[config.mk]
export PLATFORM = sky130hd
export DESIGN_NAME = ul_ta_ctrl
export DESIGN_NICKNAME = d
export VERILOG_FILES = /design/src/rtl/ul_ta_pkg.sv /design/src/rtl/ul_ta_ctrl_seq.sv /design/src/rtl/ul_ta_dpath.sv /design/src/rtl/ul_ta_ctrl.sv
export SDC_FILE = /design/constraint.sdc
export NUM_CORES = 1
export LEC_CHECK = 0
export ABC_AREA = 1
export BUFFER_PORTS_ARGS = -buffer_cell sky130_fd_sc_hd__buf_4
export CAP_MARGIN = 0
export CORE_MARGIN = 1
export CORE_UTILIZATION = 35
export DETAILED_ROUTE_END_ITERATION = 8
export SYNTH_ARGS = -nofsm -noshare
export SYNTH_HDL_FRONTEND = slang
export SYNTH_SLANG_ARGS = --single-unit
[constraint.sdc]
create_clock -name clk -period 3.3 [get_ports clk]
set_input_delay 0.495 -clock clk [delete_from_list [all_inputs] [get_ports clk]]
set_output_delay 0.495 -clock clk [all_outputs]
set_load 0.03 [all_outputs]
[src/rtl/ul_ta_pkg.sv]
package ul_ta_pkg;

  typedef enum logic [1:0] {
    CMD_HOLD = 2'b00,
    CMD_UP   = 2'b01,
    CMD_DOWN = 2'b10,
    CMD_RSVD = 2'b11
  } ssCmd_t;

  // Strobes from control to datapath; at most one is set in a cycle
  typedef struct packed {
    logic stepUp;
    logic stepDn;
    logic raLd;
    logic hoLd;
  } taStrobe_t;

endpackage

[src/rtl/ul_ta_ctrl_seq.sv]
module ul_ta_ctrl_seq
  import ul_ta_pkg::*;
(
  input  logic       clk,
  input  logic       rstN,
  input  logic       cmdValid,
  input  logic [1:0] cmdCode,
  input  logic       slotTick,
  input  logic       slotSpecial,
  input  logic [2:0] cfgDelayN,
  input  logic       raLoad,
  input  logic       hoLoad,
  input  logic       hoEnable,
  output taStrobe_t  strb,
  output logic       ovfSticky
);

  localparam int WAIT_D = 2;

  logic              actValid, actUp;
  logic [2:0]        cnt;
  logic [WAIT_D-1:0] wValid, wUp;   // index 0 is the oldest waiting entry

  logic              nAct, nActUp, nOvf;
  logic [2:0]        nCnt, delayEff;
  logic [WAIT_D-1:0] nW, nWUp;
  logic              loadRa, loadHo, anyLoad, ordTick, fire, newCmd, newUp;

  always_comb begin
    if (cfgDelayN == 3'd0)      delayEff = 3'd1;
    else if (cfgDelayN == 3'd7) delayEff = 3'd6;
    else                        delayEff = cfgDelayN;
  end

  assign loadRa  = raLoad;
  assign loadHo  = hoLoad && hoEnable && !raLoad;
  assign anyLoad = loadRa || loadHo;
  assign ordTick = slotTick && !slotSpecial;
  assign fire    = actValid && ordTick && !anyLoad &&
                   (({1'b0, cnt} + 4'd1) >= {1'b0, delayEff});
  assign newCmd  = cmdValid && (cmdCode == CMD_UP || cmdCode == CMD_DOWN);
  assign newUp   = (cmdCode == CMD_UP);

  always_comb begin
    nAct   = actValid;
    nActUp = actUp;
    nCnt   = cnt;
    nW     = wValid;
    nWUp   = wUp;
    nOvf   = ovfSticky;
    if (anyLoad) begin
      nAct = 1'b0;
      nCnt = 3'd0;
      nW   = '0;
    end else begin
      if (fire) begin
        nAct    = wValid[0];
        nActUp  = wUp[0];
        nW[0]   = wValid[1];
        nWUp[0] = wUp[1];
        nW[1]   = 1'b0;
        nCnt    = 3'd0;
      end else if (actValid && ordTick) begin
        nCnt = cnt + 3'd1;
      end
      if (newCmd) begin
        if (!nAct) begin
          nAct   = 1'b1;
          nActUp = newUp;
          nCnt   = 3'd0;
        end else if (!nW[0]) begin
          nW[0]   = 1'b1;
          nWUp[0] = newUp;
        end else if (!nW[1]) begin
          nW[1]   = 1'b1;
          nWUp[1] = newUp;
        end else begin
          nWUp[0] = nWUp[1];
          nWUp[1] = newUp;
          nOvf    = 1'b1;
        end
      end
    end
  end

  always_ff @(posedge clk) begin
    if (!rstN) begin
      actValid  <= 1'b0;
      actUp     <= 1'b0;
      cnt       <= 3'd0;
      wValid    <= '0;
      wUp       <= '0;
      ovfSticky <= 1'b0;
    end else begin
      actValid  <= nAct;
      actUp     <= nActUp;
      cnt       <= nCnt;
      wValid    <= nW;
      wUp       <= nWUp;
      ovfSticky <= nOvf;
    end
  end

  always_comb begin
    strb.stepUp = fire && actUp;
    strb.stepDn = fire && !actUp;
    strb.raLd   = loadRa;
    strb.hoLd   = loadHo;
  end

  // waiting entries fill in order behind an active command
  p_wait_order_r5: assert property (@(posedge clk) disable iff (!rstN)
    wValid[1] |-> (wValid[0] && actValid));

  // a step is only issued on an ordinary slot boundary
  p_fire_ordinary_r4: assert property (@(posedge clk) disable iff (!rstN)
    (strb.stepUp || strb.stepDn) |-> (slotTick && !slotSpecial));

  // a load leaves nothing pending
  p_load_clears_r9: assert property (@(posedge clk) disable iff (!rstN)
    (raLoad || (hoLoad && hoEnable)) |=> (!actValid && wValid == '0));

  // overflow flag is sticky
  p_ovf_sticky_r6: assert property (@(posedge clk) disable iff (!rstN)
    ovfSticky |=> ovfSticky);

endmodule

[src/rtl/ul_ta_dpath.sv]
module ul_ta_dpath
  import ul_ta_pkg::*;
#(
  parameter int TA_W = 14
) (
  input  logic            clk,
  input  logic            rstN,
  input  taStrobe_t       strb,
  input  logic [3:0]      cfgStepK,
  input  logic [TA_W-1:0] raProbeAdv,
  input  logic [TA_W-1:0] raRxPos,
  input  logic [TA_W-1:0] hoDeltaT,
  output logic [TA_W-1:0] taValue
);

  localparam int EXT_W = TA_W + 3;
  localparam logic signed [EXT_W-1:0] MAX_EXT = {3'b000, {TA_W{1'b1}}};
  localparam logic signed [EXT_W-1:0] RA_BIAS = EXT_W'(128);

  logic [3:0]              stepEff;
  logic signed [EXT_W-1:0] taExt, stepExt, raSum, hoSum, upSum, dnSum;

  always_comb begin
    if (cfgStepK == 4'd0)      stepEff = 4'd1;
    else if (cfgStepK > 4'd8)  stepEff = 4'd8;
    else                       stepEff = cfgStepK;
  end

  function automatic logic [TA_W-1:0] satTa(input logic signed [EXT_W-1:0] v);
    if (v[EXT_W-1])       return '0;
    else if (v > MAX_EXT) return {TA_W{1'b1}};
    else                  return v[TA_W-1:0];
  endfunction

  assign taExt   = $signed({3'b000, taValue});
  assign stepExt = $signed({{(EXT_W-4){1'b0}}, stepEff});
  assign raSum   = $signed({3'b000, raProbeAdv}) + $signed({3'b000, raRxPos}) - RA_BIAS;
  assign hoSum   = taExt + $signed({{2{hoDeltaT[TA_W-1]}}, hoDeltaT, 1'b0});
  assign upSum   = taExt + stepExt;
  assign dnSum   = taExt - stepExt;

  always_ff @(posedge clk) begin
    if (!rstN)            taValue <= '0;
    else if (strb.raLd)   taValue <= satTa(raSum);
    else if (strb.hoLd)   taValue <= satTa(hoSum);
    else if (strb.stepUp) taValue <= satTa(upSum);
    else if (strb.stepDn) taValue <= satTa(dnSum);
  end

  // control never issues two actions at once
  p_one_action_r9: assert property (@(posedge clk) disable iff (!rstN)
    $onehot0({strb.stepUp, strb.stepDn, strb.raLd, strb.hoLd}));

  // an up step never lowers the advance
  p_up_monotone_r2: assert property (@(posedge clk) disable iff (!rstN)
    strb.stepUp |=> (taValue >= $past(taValue)));

  // a down step never raises the advance
  p_dn_monotone_r2: assert property (@(posedge clk) disable iff (!rstN)
    strb.stepDn |=> (taValue <= $past(taValue)));

  // without any strobe the advance holds
  p_idle_hold_r1: assert property (@(posedge clk) disable iff (!rstN)
    !(strb.stepUp || strb.stepDn || strb.raLd || strb.hoLd) |=> $stable(taValue));

endmodule

[src/rtl/ul_ta_ctrl.sv]
module ul_ta_ctrl
  import ul_ta_pkg::*;
#(
  parameter int TA_W = 14
) (
  input  logic            clk,
  input  logic            rstN,
  input  logic            cmdValid,
  input  logic [1:0]      cmdCode,
  input  logic            slotTick,
  input  logic            slotSpecial,
  input  logic [3:0]      cfgStepK,
  input  logic [2:0]      cfgDelayN,
  input  logic            raLoad,
  input  logic [TA_W-1:0] raProbeAdv,
  input  logic [TA_W-1:0] raRxPos,
  input  logic            hoLoad,
  input  logic            hoEnable,
  input  logic [TA_W-1:0] hoDeltaT,
  output logic [TA_W-1:0] taValue,
  output logic            ovfSticky
);

  taStrobe_t strb;

  ul_ta_ctrl_seq i_seq (
    .clk        (clk),
    .rstN       (rstN),
    .cmdValid   (cmdValid),
    .cmdCode    (cmdCode),
    .slotTick   (slotTick),
    .slotSpecial(slotSpecial),
    .cfgDelayN  (cfgDelayN),
    .raLoad     (raLoad),
    .hoLoad     (hoLoad),
    .hoEnable   (hoEnable),
    .strb       (strb),
    .ovfSticky  (ovfSticky)
  );

  ul_ta_dpath #(.TA_W(TA_W)) i_dpath (
    .clk       (clk),
    .rstN      (rstN),
    .strb      (strb),
    .cfgStepK  (cfgStepK),
    .raProbeAdv(raProbeAdv),
    .raRxPos   (raRxPos),
    .hoDeltaT  (hoDeltaT),
    .taValue   (taValue)
  );

endmodule

### Word-level counts from Yosys, hierarchy flattened

Cells that the tools add are included.

* add/sub/neg operators: 7
* $lt $le $gt $ge: 6
* equal/unequal tests: 3
* muxes and demuxes: 36
* bitwise logic cells: 2
* reductions and logical operators: 21

Operators with widths (count)
* 14-bit two-way mux: 12
* 17-bit by 15-bit greater-than comparator with 1-bit output (second input constant): 4
* 3-bit two-way mux: 6
* 17-bit by 9-bit subtractor with 17-bit output (second input constant): 1
* 15-bit by 15-bit adder with 16-bit output: 1
* 14-bit by 14-bit adder with 15-bit output: 1
* 14-bit by 4-bit adder with 15-bit output: 1
* 14-bit by 4-bit subtractor with 15-bit output: 1
* 1-bit two-way mux: 12
* 1-bit logical AND: 9
* 2-bit two-way mux: 4
* 4-bit two-way mux: 2
* 5-bit AND reduction: 1
* 3-bit by 1-bit adder with 4-bit output (second input constant): 1
* 4-bit by 3-bit >= comparator with 1-bit output: 1
* 4-bit greater-than comparator (second input constant): 1
* 1-bit zero test: 4
* 4-bit zero test: 1
* 4-bit AND reduction: 1
* 4-bit nonzero test: 1
* 3-bit by 1-bit adder with 3-bit output (second input constant): 1
* 3-bit equality test (second input constant): 1
* 3-bit zero test: 1
* 2-bit by 1-bit equality test with 1-bit output (second input constant): 1
* 4 further kinds: 6

* flip-flop bits (word level): 24
* input port bits: 59
* logic and storage cells: 83

### Logic depth before layout (Yosys ltp)

* depth after elaboration: 12
* depth in mapped cells: 24

### Cells and area by module

From an unflattened synthesis, not the netlist that was laid out.

* cells, all modules: 811
* area, all modules: 4590.7 um^2

By module, submodules not included
* ul_ta_dpath: instances 1, cells an instance 702, area an instance 3860.0 um^2
* ul_ta_ctrl_seq: instances 1, cells an instance 109, area an instance 730.7 um^2

### Worst setup path after synthesis

OpenSTA, ideal clock, no wires.

* path type: in2reg
* from: input port cfgStepK[2]
* to: register i_dpath.taValue[2]
* library setup time: 0.067 ns
* arrival time: 2.940 ns
* required time: 3.233 ns
* slack: 0.294 ns
* stages: 16
* path buffers: 0
* cells stage by stage: inv_1 > nand3_1 > a21oi_1 > inv_1 > fa_1 > o31ai_1 > nand3_1 > nor2_1 > nand3_1 > inv_1 > nand2_1 > o2111ai_1 > nand2_1 > o21ai_0 > inv_1 > a21oi_2

* cells in the longest elaborated chain, start to end: 11
* elaborated cells between the ends (all ways): 16

Ends and longest elaborated chain
* from (decl): RTL line ul_ta_ctrl.sv:12 `input logic [3:0] cfgStepK,`
* 4-bit greater-than comparator: RTL line ul_ta_dpath.sv:25 `else if (cfgStepK > 4'd8) stepEff = 4'd8;`
* 4-bit two-way mux: RTL line ul_ta_dpath.sv:25
* 4-bit two-way mux *: RTL line ul_ta_dpath.sv:24 `if (cfgStepK == 4'd0) stepEff = 4'd1;`
* 14-bit by 4-bit subtractor with 15-bit output: RTL line ul_ta_dpath.sv:40 `assign dnSum = taExt - stepExt;`
* 17-bit by 15-bit greater-than comparator with 1-bit output: RTL line ul_ta_dpath.sv:31 `else if (v > MAX_EXT) return {TA_W{1'b1}};`
* 14-bit two-way mux: RTL line ul_ta_dpath.sv:31
* 14-bit two-way mux: RTL line ul_ta_dpath.sv:30 `if (v[EXT_W-1]) return '0;`
* 14-bit two-way mux: RTL line ul_ta_dpath.sv:47 `else if (strb.stepDn) taValue <= satTa(dnSum);`
* 14-bit two-way mux *: RTL line ul_ta_dpath.sv:46 `else if (strb.stepUp) taValue <= satTa(upSum);`
* 14-bit two-way mux *: RTL line ul_ta_dpath.sv:45 `else if (strb.hoLd) taValue <= satTa(hoSum);`
* 14-bit two-way mux *: RTL line ul_ta_dpath.sv:44 `else if (strb.raLd) taValue <= satTa(raSum);`
* to (signal assigned): RTL line ul_ta_dpath.sv:44
* to (signal assigned): RTL line ul_ta_dpath.sv:45
* to (signal assigned): RTL line ul_ta_dpath.sv:46
* to (decl): RTL line ul_ta_dpath.sv:13 `output logic [TA_W-1:0] taValue`

Every way passes the cells marked *; elsewhere a longest branch is shown, timed or not. The select of a mux whose other input is x is not followed.
A chain may end at the register's enable or synchronous reset.

### Worst setup path after layout

* from: input port cfgStepK[1]
* to: register i_dpath.taValue[1]

The elaborated chain is that of the path after synthesis.

==> summary.md <==
| Metric | Value |
|---|---|
| Status | `complete, no violations` |
| Async SR Flop Fraction | `0%` |
| CTS tree | `done` |
| Setup bufs post-CTS | `0` |
| Post-DP HPWL | `10500 um` |
| Max clock buf depth | `2` |
| Vias in the first global route | `4557` |
| Mapped Cells | `720` |
| # diodes | `0` |
| Fill cells | `1240` |
| Hold Fails Final Rpt | `0` |
| VDD IR max | `0.000168 V` |
| Port Buffers | `73` |
| Layout cell share with drive strength beyond 1 | `15.8%` |
| WL final | `12500 um` |
| Synth Flop Type | `dfxtp_1` |
| Hold_buf cts | `0` |
| Crit path arrival time | `3.18 ns` |
| CTS sink cnt | `24` |
| Multi-input gate area | `3180 um^2` |
| Max-cap viol count | `0` |
| DR vias/cell | `5.04` |
| First-pass GRT wire length | `20500 um` |
| Die X | `110 um` |
| Die span in y | `110 um` |
| Vias | `4830` |
| #FFs+latches synth | `24` |
| GP Congestion | `0.901` |
| Hold Worst Slack | `0.481 ns` |
| Clock slew at reported path FFs | `0.06 ns` |
| Max-slew violation count | `0` |
| Post-route ant nets | `0` |
| H-tree Lvls | `1` |
| Initial antenna violation count | `0` |
| Least-Margin Pin Slew | `0.438 ns` |
| Sequential area share after synthesis | `11.8%` |
| CP Class | `input port to flip-flop` |
| Syn Std Cell Area | `4070 um^2` |
| EDFF count, synth | `0` |
| Syn nets | `824` |
| DR iter-0 viols | `235` |
| Post-route cell area | `5100 um^2` |
| Syn avg cell area | `5.65 um^2` |
| DR pass1 iterations | `5` |
| Gr ovfl total | `0` |
| Num CTS Buffers | `3` |
| Fmax | `0.331 GHz` |
| Yosys warnings | `0` |
| Critical path peak fanout | `6` |
| Layout area overhead | `25.2%` |
| Most frequent cells in the layout | `nand2_1 (229), inv_1 (110), buf_4 (100)` |
| Post-synth cell types | `41` |
| Flip-flop and latch area | `480 um^2` |
| Most common cell after layout, fill and taps aside | `nand2_1` |
| Root buf cell | `clkbuf_16` |
| Routed len/inst | `13.1 um` |
| Largest net degree at the start of global routing | `18` |
| CORE AREA | `11400 um^2` |
| Fin crit share | `91.6%` |
| Overall routing resource usage | `21.4%` |
| I/O Pins | `74` |
| Final setup violation count | `0` |
| Leakage | `2.71 nW` |
| Slew HR | `70.1%` |
| Post-CTS Resized | `0` |
| Critical Path End Type | `flip-flop` |
| Hold WC Path Type | `flip-flop to flip-flop` |
| CP Launch Type | `input port` |
| Clk_skew | `0.00504 ns` |
| Placed cell area | `4960 um^2` |
| Skew-Pair Late Insertion Delay | `0.26 ns` |
| Die Area | `12100 um^2` |
| DRC viols | `0` |
| Nets@finish | `921` |
| Tmin final | `3.02 ns` |
| Worst Path Required | `3.45 ns` |
| Placement Rows | `39` |
| Starting density of the core | `35.8%` |
| Power per Cell Area | `299 nW/um^2` |
## final timing paths
| path | cells after the start | start | slack (ns) | to |
|---|---|---|---|---|
| setup / recovery | 20 | cfgStepK[1] | 0.28 | i_dpath.taValue[1] |
| hold reg to reg | 2 | i_seq.actUp | 0.48 | i_seq.actUp |
| setup reg to reg | 12 | i_dpath.taValue[1] | 0.37 | i_dpath.taValue[7] |
| hold / removal | 2 | i_seq.actUp | 0.48 | i_seq.actUp |
## power breakdown
part           internal, mW  switching, mW
Clock                 0.161          0.107
Combinational         0.361          0.554
Sequential            0.310         0.0310
Total                 0.831          0.691
## final cells by class
type | instances | share of cell area (%)
multi-input cells | 574 | 62.5
repair buffers | 100 | 14.7
flip-flops and latches | 24 | 9.43
inverters | 114 | 8.39
well taps | 143 | 3.51
clock buffers | 3 | 1.47
## sequential cells by signal, summed over array words and instances, names as in the netlist
signal,cells
i_seq.actUp,1
i_seq.cnt,3
i_seq.ovfSticky,1
i_seq.wUp,2
i_seq.wValid,2
i_dpath.taValue,14
i_seq.actValid,1
## synth_stat cells (3+ instances only)
| library cell | n | area share [%] |
|---|---|---|
| nand3_1 | 43 | 5.3 |
| a21oi_1 | 54 | 6.6 |
| nor2_2 | 4 | 0.61 |
| ha_1 | 41 | 13 |
| nand4_1 | 10 | 1.5 |
| nand2_2 | 5 | 0.77 |
| nor2_1 | 56 | 5.2 |
| nand2_1 | 230 | 21 |
| o21ai_0 | 52 | 6.4 |
| a31oi_1 | 6 | 0.92 |
| o211ai_1 | 3 | 0.55 |
| fa_1 | 4 | 2.0 |
| xor2_1 | 21 | 4.5 |
| inv_1 | 110 | 10 |
| and2_1 | 3 | 0.46 |
| buf_2 | 3 | 0.37 |
| clkbuf_1 | 3 | 0.28 |
| nor3_1 | 7 | 0.86 |
| dfxtp_1 | 24 | 12 |
| o2111ai_1 | 3 | 0.65 |
| xnor2_1 | 9 | 1.9 |
## through the flow
step | cells | power, mW | setup WS, ns | TNS [ns] | util, %
final | 958 | 1.52 | 0.277 | 0 | 44.8
after global routing | 958 | 1.66 | -0.0219 | -0.0234 | 44.8
after CTS | 957 | 1.50 | 0.152 | 0 | 44.3
after detailed placement | 954 | 1.24 | -0.103 | -1.14 | 43.6
after global placement | 954 | 1.22 | -0.0123 | -0.0570 | 43.6
after floorplan | 720 | 0.950 | 0.294 | 0 | -
## worst max-delay path, cell delays in order
cell	delay [ns]
buf_4	0.11
inv_1	0.08
nand2_1	0.06
a21oi_1	0.18
ha_1	0.23
fa_1	0.22
nor2_1	0.07
nand2_1	0.05
nand2_1	0.10
nor3_2	0.17
nand2_1	0.10
nor2_1	0.19
nand4_1	0.16
nand2_1	0.11
buf_4	0.16
o21ai_0	0.07
o21ai_0	0.30
o21ai_0	0.16
inv_1	0.11
a21oi_1	0.07
## cells by family after synthesis
| family | share of synthesized area (%) |
|---|---|
| adders and majority gates | 14.6 |
| DFF | 11.8 |
| buffers and inverters | 11.6 |
| AOI/OAI and AO/OA | 17.8 |
| xor gates and xnor gates | 6.45 |
| muxes | 0.246 |
| and+or+nand+nor | 37.6 |
## layer usage
| layer | track usage (%) | up-vias | part of all wire, % |
|---|---|---|---|
| met3 | 2.13 | 25 | 4.2 |
| met2 | 39.4 | 124 | 50 |
| met5 | 0 | - | 0 |
| met4 | 7.33 | 0 | 2.9 |
| li1 | - | 2525 | - |
| met1 | 25.6 | 2156 | 43 |
Note: power is estimated with default switching activity, not from simulation.
